## src/rtl/csr_pkg.sv

```systemverilog
package csr_pkg;
  // byte offsets of the mapped registers, relative to the base address
  localparam int unsigned OFF_DATA = 0;
  localparam int unsigned OFF_STAT = 4;
  localparam int unsigned OFF_IEN  = 8;

  typedef enum logic [1:0] {
    SEL_NONE = 2'd0,
    SEL_DATA = 2'd1,
    SEL_STAT = 2'd2,
    SEL_IEN  = 2'd3
  } csr_sel_e;
endpackage

```

## src/rtl/csr_decode.sv

```systemverilog
module csr_decode
  import csr_pkg::*;
#(
  parameter int unsigned ADDR_W    = 12,
  parameter logic [ADDR_W-1:0] BASE_ADDR = 12'h800
) (
  input  logic [ADDR_W-1:0] addr,
  output csr_sel_e          sel
);
  localparam logic [ADDR_W-1:0] A_DATA = BASE_ADDR + ADDR_W'(OFF_DATA);
  localparam logic [ADDR_W-1:0] A_STAT = BASE_ADDR + ADDR_W'(OFF_STAT);
  localparam logic [ADDR_W-1:0] A_IEN  = BASE_ADDR + ADDR_W'(OFF_IEN);

  // exact compare: unaligned or out-of-map addresses fall to SEL_NONE
  always_comb begin
    if (addr == A_DATA)      sel = SEL_DATA;
    else if (addr == A_STAT) sel = SEL_STAT;
    else if (addr == A_IEN)  sel = SEL_IEN;
    else                     sel = SEL_NONE;
  end
endmodule

```

## src/rtl/csr_flags.sv

```systemverilog
module csr_flags #(
  parameter int unsigned NFLAG = 4
) (
  input  logic             clk,
  input  logic             rst_n,
  input  logic [NFLAG-1:0] set_pulse,
  input  logic             rd_clear,
  output logic [NFLAG-1:0] flags
);
  logic [NFLAG-1:0] flags_q;

  // sticky flags: a clearing read drops them, a same-cycle set re-raises
  always_ff @(posedge clk) begin
    if (!rst_n) flags_q <= '0;
    else        flags_q <= (rd_clear ? '0 : flags_q) | set_pulse;
  end

  assign flags = flags_q;
endmodule

```

## src/rtl/csr_irq.sv

```systemverilog
module csr_irq #(
  parameter int unsigned NFLAG = 4
) (
  input  logic             clk,
  input  logic             rst_n,
  input  logic [NFLAG-1:0] flags,
  input  logic [NFLAG-1:0] enables,
  output logic             irq
);
  logic             irq_q;
  logic [NFLAG-1:0] armed;

  assign armed = flags & enables;

  always_ff @(posedge clk) begin
    if (!rst_n) irq_q <= 1'b0;
    else        irq_q <= |armed;
  end

  assign irq = irq_q;
endmodule

```

## src/rtl/csr_bank.sv

```systemverilog
module csr_bank
  import csr_pkg::*;
#(
  parameter int unsigned ADDR_W    = 12,
  parameter logic [ADDR_W-1:0] BASE_ADDR = 12'h800,
  parameter int unsigned DW        = 32,
  parameter int unsigned FIELD_W   = 10,
  parameter int unsigned NFIELD    = 2,
  parameter int unsigned NFLAG     = 4
) (
  input  logic              clk,
  input  logic              rst_n,
  input  logic [ADDR_W-1:0] host_addr,
  input  logic [DW-1:0]     host_wdata,
  input  logic              host_wr,
  input  logic              host_rd,
  output logic [DW-1:0]     host_rdata,
  input  logic [NFLAG-1:0]  hw_flag_set,
  output logic              irq
);
  localparam int unsigned DATA_USED = FIELD_W * NFIELD;

  csr_sel_e         sel;
  logic [DATA_USED-1:0] data_q;
  logic [NFLAG-1:0] ien_q;
  logic [NFLAG-1:0] flags;
  logic [DW-1:0]    rd_mux;
  logic [DW-1:0]    rdata_q;
  logic             wr_data, wr_ien, rd_clear;
  logic             unused_wbits;

  assign unused_wbits = ^host_wdata[DW-1:DATA_USED];

  csr_decode #(.ADDR_W(ADDR_W), .BASE_ADDR(BASE_ADDR)) u_dec (
    .addr (host_addr),
    .sel  (sel)
  );

  assign wr_data  = host_wr && (sel == SEL_DATA);
  assign wr_ien   = host_wr && (sel == SEL_IEN);
  assign rd_clear = host_rd && (sel == SEL_STAT);

  // one register per data field; reserved bits have no storage
  for (genvar f = 0; f < NFIELD; f++) begin : g_field
    always_ff @(posedge clk) begin
      if (!rst_n)       data_q[f*FIELD_W +: FIELD_W] <= '0;
      else if (wr_data) data_q[f*FIELD_W +: FIELD_W] <= host_wdata[f*FIELD_W +: FIELD_W];
    end
  end

  always_ff @(posedge clk) begin
    if (!rst_n)      ien_q <= '0;
    else if (wr_ien) ien_q <= host_wdata[NFLAG-1:0];
  end

  csr_flags #(.NFLAG(NFLAG)) u_flags (
    .clk       (clk),
    .rst_n     (rst_n),
    .set_pulse (hw_flag_set),
    .rd_clear  (rd_clear),
    .flags     (flags)
  );

  csr_irq #(.NFLAG(NFLAG)) u_irq (
    .clk     (clk),
    .rst_n   (rst_n),
    .flags   (flags),
    .enables (ien_q),
    .irq     (irq)
  );

  always_comb begin
    rd_mux = '0;
    unique case (sel)
      SEL_DATA: rd_mux[DATA_USED-1:0] = data_q;
      SEL_STAT: rd_mux[NFLAG-1:0]     = flags;
      SEL_IEN:  rd_mux[NFLAG-1:0]     = ien_q;
      default:  rd_mux = '0;
    endcase
  end

  always_ff @(posedge clk) begin
    if (!rst_n)       rdata_q <= '0;
    else if (host_rd) rdata_q <= rd_mux;
  end

  assign host_rdata = rdata_q;
endmodule

```

## config.mk

```make
export PLATFORM = sky130hd
export DESIGN_NAME = csr_bank
export DESIGN_NICKNAME = d
export VERILOG_FILES = /design/src/rtl/csr_pkg.sv /design/src/rtl/csr_decode.sv /design/src/rtl/csr_flags.sv /design/src/rtl/csr_irq.sv /design/src/rtl/csr_bank.sv
export SDC_FILE = /design/constraint.sdc
export NUM_CORES = 1
export LEC_CHECK = 0
export BUFFER_PORTS_ARGS = -buffer_cell sky130_fd_sc_hd__buf_4
export CORE_MARGIN = 3
export CORE_UTILIZATION = 37
export DETAILED_ROUTE_END_ITERATION = 7
export PLACE_DENSITY_LB_ADDON = 0.05
export SLEW_MARGIN = 40
export SYNTH_ARGS = -nofsm -noshare
export SYNTH_HDL_FRONTEND = slang
export SYNTH_SLANG_ARGS = --single-unit
```

## constraint.sdc

```tcl
create_clock -name clk -period 4.51 [get_ports clk]
set_input_delay 0.902 -clock clk [delete_from_list [all_inputs] [get_ports clk]]
set_output_delay 0.902 -clock clk [all_outputs]
set_load 0.02 [all_outputs]
```

==> impl_metrics.ini, run 1 <==
[worst_setup_path]
crit_top_cell = buf_4
crit_fanout = 9
cp.arrival_ns = 2.54
crit_family = simple AND/OR/NAND/NOR gates
cpMaxStageDelayCell = or4_4
worstSetupEndpointType = flip-flop
required_ns = 4.75
crit_chain = buf_4 > or4_4 > nor4_4 > buf_4 > a22o_1
path_class = input port to flip-flop
crit_path_start_kind = input port
cp_num_buf_inv = 2
slowest_delay_ns = 0.57

[placed_design]
pre_cts_ws_ns = 1.847
dpl.cell_count = 331
numPortBuffers = 60
place_area_sq_um = 2531
place_congestion = 0.7362
dpl.hpwl_microns = 3178

[die]
ioPinCount = 85
row_count = 26
core_sq_um = 5270
fp.dieW_microns = 80.77
start_util_pct = 39.25
dieArea_sq_um = 6523
dieHeight_microns = 80.77

[synth]
async_flop_share_pct = 0
post-synth-top-area-fraction_pct = 47.43
avgSynthCellArea_sq_um = 9.849
synth_seq_area_share_pct = 47.43
syn_inst = 210
synth_edf_count = 0
synth_seq_cells = 49
synth_common_cells = dfxtp_1, nand2_1, mux2i_1
synth_top_cells_by_area = dfxtp_1, mux2i_1, nand2_1
post-synth-top-count-cell = dfxtp_1
ys.flop_type = dfxtp_1
netlist_area_sq_um = 2068
synth.distinct_cells = 27
post-synth-top-area-cell = dfxtp_1
synth-warning-count = 0

[clocking]
h-tree-depth = 2
cts_sinks = 49
clkTransAtPathRegs_ns = 0.09
clk_latency_ns = 0.29
tritoncts = yes
cts_inserted_buffers = 5
cts.repair.resized = 0
holdBufCountCts = 0
cts_buffer_depth = 2
post_cts_buffers = 0
cts-root-buf = clkbuf_8

[layout]
syn2layout_area_growth_pct = 28.19
post-route-util_pct = 50.31
nFillCells = 507
fin_nets = 320
ff_latch_area_sq_um = 980.9
stdcell_area_sq_um = 2651
drive_above_1_share_pct = 28.25
multi_input_comb_area_sq_um = 982.2
final_cell_count_no_fill = 339
antenna_cells = 0

[global_route]
grt_overflow = 0
grtUsageTotal_pct = 14.09
grt_antenna_before_repair = 0
grt_max_degree = 51
first_global_vias = 1519
grt_pass1_wl_microns = 7127

[sta]
rsz0062_at_grt = false
fin_ws_ns = 2.210
final_max_slew_viol_count = 0
hold_ws_ns = 0.4582
hold_violations = 0
min_period_ns = 2.300
layout_worst_path_cycle_share_pct = 50.99
finalSetupTns_ns = 0
max_freq_ghz = 0.4348
setup_violations = 0
tightest_slew_ns = 0.5351
slew_headroom_pct = 64.06
fin_skew_ns = 0.004960

[flow_run]
drv_cap = 0

[route]
num_vias = 1632
firstDrtPassIters = 4
routedWlPerCell_microns = 13.17
drt-initial-drc-count = 48
drc = 0
wirelength_microns = 4465
vias_per_cell = 4.814
antenna_left = 0

[power]
vdd_drop_max_v = 0.0001406
power_leakage_nw = 1.108
power.density_nw_per_um2 = 312.4
total_power_mw = 0.8283

[run_status]
status = finished clean

[min_path]
min_path_type = flip-flop to flip-flop
[layout make-up]
type	count	share of cell area [%]
sequential	49	37.00
timing repair buffer	63	17.84
inverter	2	0.2832
clock buffer	6	3.115
multi-input combinational	147	37.05
tap	70	3.303
clock inverter	2	1.416
[where the power goes]
group	internal, mW	switching, mW
Sequential	0.435	0.00220
Clock	0.180	0.142
Combinational	0.0313	0.0379
[final timing paths]
kind	startpoint	slack, ns	end	cells after the start
max	host_addr[5]	2.21	host_rdata[14]$_SDFFE_PN0P_	5
min	data_q[12]$_SDFFE_PN0P_	0.46	data_q[12]$_SDFFE_PN0P_	2
max reg2reg	ien_q[3]$_SDFFE_PN0P_	3.55	host_rdata[3]$_SDFFE_PN0P_	3
min reg2reg	data_q[12]$_SDFFE_PN0P_	0.46	data_q[12]$_SDFFE_PN0P_	2
[tightest hold or removal path: stages, from the launching register on]
cell     delay, ns
dfxtp_1       0.31
nand2_1       0.05
mux2i_1       0.05
[registers in the layout, summed over array words and instances (netlist names)]
signal / flops
host_rdata: 20
u_flags.flags: 4
u_irq.irq: 1
ien_q: 4
data_q: 20
[cell usage in the layout, fill, tap and decap left out, drive strengths merged, types with 5 or more instances in the layout]
master,n
buf,63
dfxtp,49
nand2,46
mux2i,28
a22o,16
conb,12
clkbuf,6
a211oi,5
[routing by layer]
metal / vias up / global-route usage (%) / wire (microns) / part of all wire, %
met2: 56 / 23.10 / 2016 / 45
met5: - / 0 / 0 / 0
met1: 738 / 17.98 / 2048 / 46
li1: 834 / - / - / -
met3: 4 / 3.880 / 340 / 7.6
met4: 0 / 4.561 / 59 / 1.3
[cells by family after synthesis]
family	count (synthesis)	synth area share [%]
AO/OA/AOI/OAI	36	13.67
buffers and inverters	25	7.502
flip-flops	49	47.43
multiplexers	28	13.55
other	1	0.1813
AND/OR/NAND/NOR	71	17.66
Note: power is estimated with default switching activity, not from simulation.
==> run 2: changes to the inputs <==
Clock period 4.51 ns to 1.84 ns, I/O delays scaled along.
==> run 2 against run 1 <==
Die area unchanged; power increased by 150%; worst setup slack got worse by 2.0 ns; first-iteration DRC count decreased by 35%; clock power increased by 140%; combinational power increased to 2.5 times the previous value; hold slack got worse by 0.14 ns; flip-flop and latch count unchanged; register-to-register slack got worse by 2.7 ns; non-clock buffer count increased by 6; sequential power increased by 140%.
==> impl_metrics.ini, run 2 (synthesis gave the netlist of run 1 again) <==
[worst_setup_path]
reg2reg_from = ien_q[2]$_SDFFE_PN0P_
worstSetupEndpointType = flip-flop
crit_path_start_kind = input port
crit_chain = buf_4 > or4_4 > nor4_4 > buf_12 > mux2i_1
required_ns = 2.06
slowest_delay_ns = 0.57
cpMaxStageDelayCell = or4_4
reg2reg_slack_ns = 0.87
rr_worst_depth = 3
cp.arrival_ns = 1.81
crit_family = simple AND/OR/NAND/NOR gates
cp_num_buf_inv = 2
crit_fanout = 20
startpoint = host_addr[5]
path_class = input port to flip-flop
cp.depth = 5
r2r_end = host_rdata[2]$_SDFFE_PN0P_

[min_path]
min_path_type = input port to flip-flop
min-delay-start = host_wdata[5]
whs_path_depth = 3
hold_end = data_q[5]$_SDFFE_PN0P_

[layout]
drive_above_1_share_pct = 29.82
final_common_cell = buf_4
syn2layout_area_growth_pct = 31.58
post-route-util_pct = 51.64
antenna_cells = 0
most-common-layout-cells = buf_4, dfxtp_1, nand2_1
fin_nets = 326

[flow_run]
drv_cap = 0

[clocking]
cts_sinks = 49
holdBufCountCts = 0
tritoncts = yes
h-tree-depth = 2
post_cts_buffers = 0
cts.repair.resized = 0
cts_buffer_depth = 2
cts-root-buf = clkbuf_8
clkTransAtPathRegs_ns = 0.09
clk_latency_ns = 0.29
cts_inserted_buffers = 5

[die]
core_sq_um = 5270
fp.dieW_microns = 80.77
row_count = 26
start_util_pct = 39.25
dieArea_sq_um = 6523
ioPinCount = 85
dieHeight_microns = 80.77

[sta]
max_freq_ghz = 0.6294
hold_violations = 0
setup_violations = 0
min_period_ns = 1.589
fin_ws_ns = 0.2511
tightest_slew_ns = 0.6084
final_max_slew_viol_count = 0
slew_headroom_pct = 59.29
finalSetupTns_ns = 0
fin_skew_ns = 0.003163
rsz0062_at_grt = false
layout_worst_path_cycle_share_pct = 86.35

[global_route]
first_global_vias = 1603
grt_max_degree = 46
grt_overflow = 0
grt_antenna_before_repair = 0
grt_pass1_wl_microns = 7155
grtUsageTotal_pct = 13.87

[route]
firstDrtPassIters = 4
wirelength_microns = 4378
routedWlPerCell_microns = 12.69
num_vias = 1652
drt-initial-drc-count = 31
drc = 0
antenna_left = 0
vias_per_cell = 4.788

[placed_design]
dpl.hpwl_microns = 3185
pre_cts_ws_ns = -0.08070
numPortBuffers = 60
place_congestion = 0.7728

[run_status]
status = finished clean

[power]
total_power_mw = 2.035
vdd_drop_max_v = 0.0003606
power.density_nw_per_um2 = 748.0
power_leakage_nw = 1.142
run 2: cell count changes in the layout (fill, tap and decap cells not counted):
cell,previous run,this run
buf_4,63,67
buf_12,0,2
run 2: worst max-delay path by stage:
stage	endpoint	slack, ns
2_1_floorplan	data_q[0]$_SDFFE_PN0P_	0.15
3_3_place_gp	data_q[6]$_SDFFE_PN0P_	-0.06
3_5_place_dp	data_q[10]$_SDFFE_PN0P_	-0.08
4_1_cts	data_q[10]$_SDFFE_PN0P_	0.23
5_1_grt	data_q[10]$_SDFFE_PN0P_	0.19
6_report	data_q[1]$_SDFFE_PN0P_	0.25
run 2: layout make-up:
type,instances,area [sq um]
Clock inverter,2,37.54
Fill cell,503,2549
Tap cell,70,87.58
Multi-Input combinational cell,147,982.2
Clock buffer,6,82.58
Sequential cell,49,980.9
Timing Repair Buffer,69,543.0
Inverter,2,7.507
run 2: worst min-delay path, stage by stage:
cell,delay [ns]
buf_4,0.10
nand2_1,0.04
mux2i_1,0.06
run 2: routing by layer:
layer,up-vias,GRT usage [%],wire length [microns]
met2,60,21.94,1959
met4,0,4.561,48
met3,4,4.102,363
met1,740,18.14,2007
met5,-,0,0
li1,848,-,-
run 2: power by group:
| part | internal, mW | switching, mW | total [mW] | leakage (nW) |
|---|---|---|---|---|
| clock network | 0.442 | 0.346 | 0.788 | 0.0574 |
| logic | 0.0834 | 0.0930 | 0.176 | 0.689 |
| registers | 1.07 | 0.00512 | 1.07 | 0.396 |
| total | 1.59 | 0.445 | 2.04 | 1.14 |
run 2: per-stage QoR:
stage               instances  hold slack [ns]  cell area, sq um
finish                    345           0.3206              2721
global route              345           0.3062              2721
CTS                       345           0.3076              2721
detailed placement        337           0.4461              2601
global placement          337           0.4433              2601
floorplan                 221           0.4341              2110
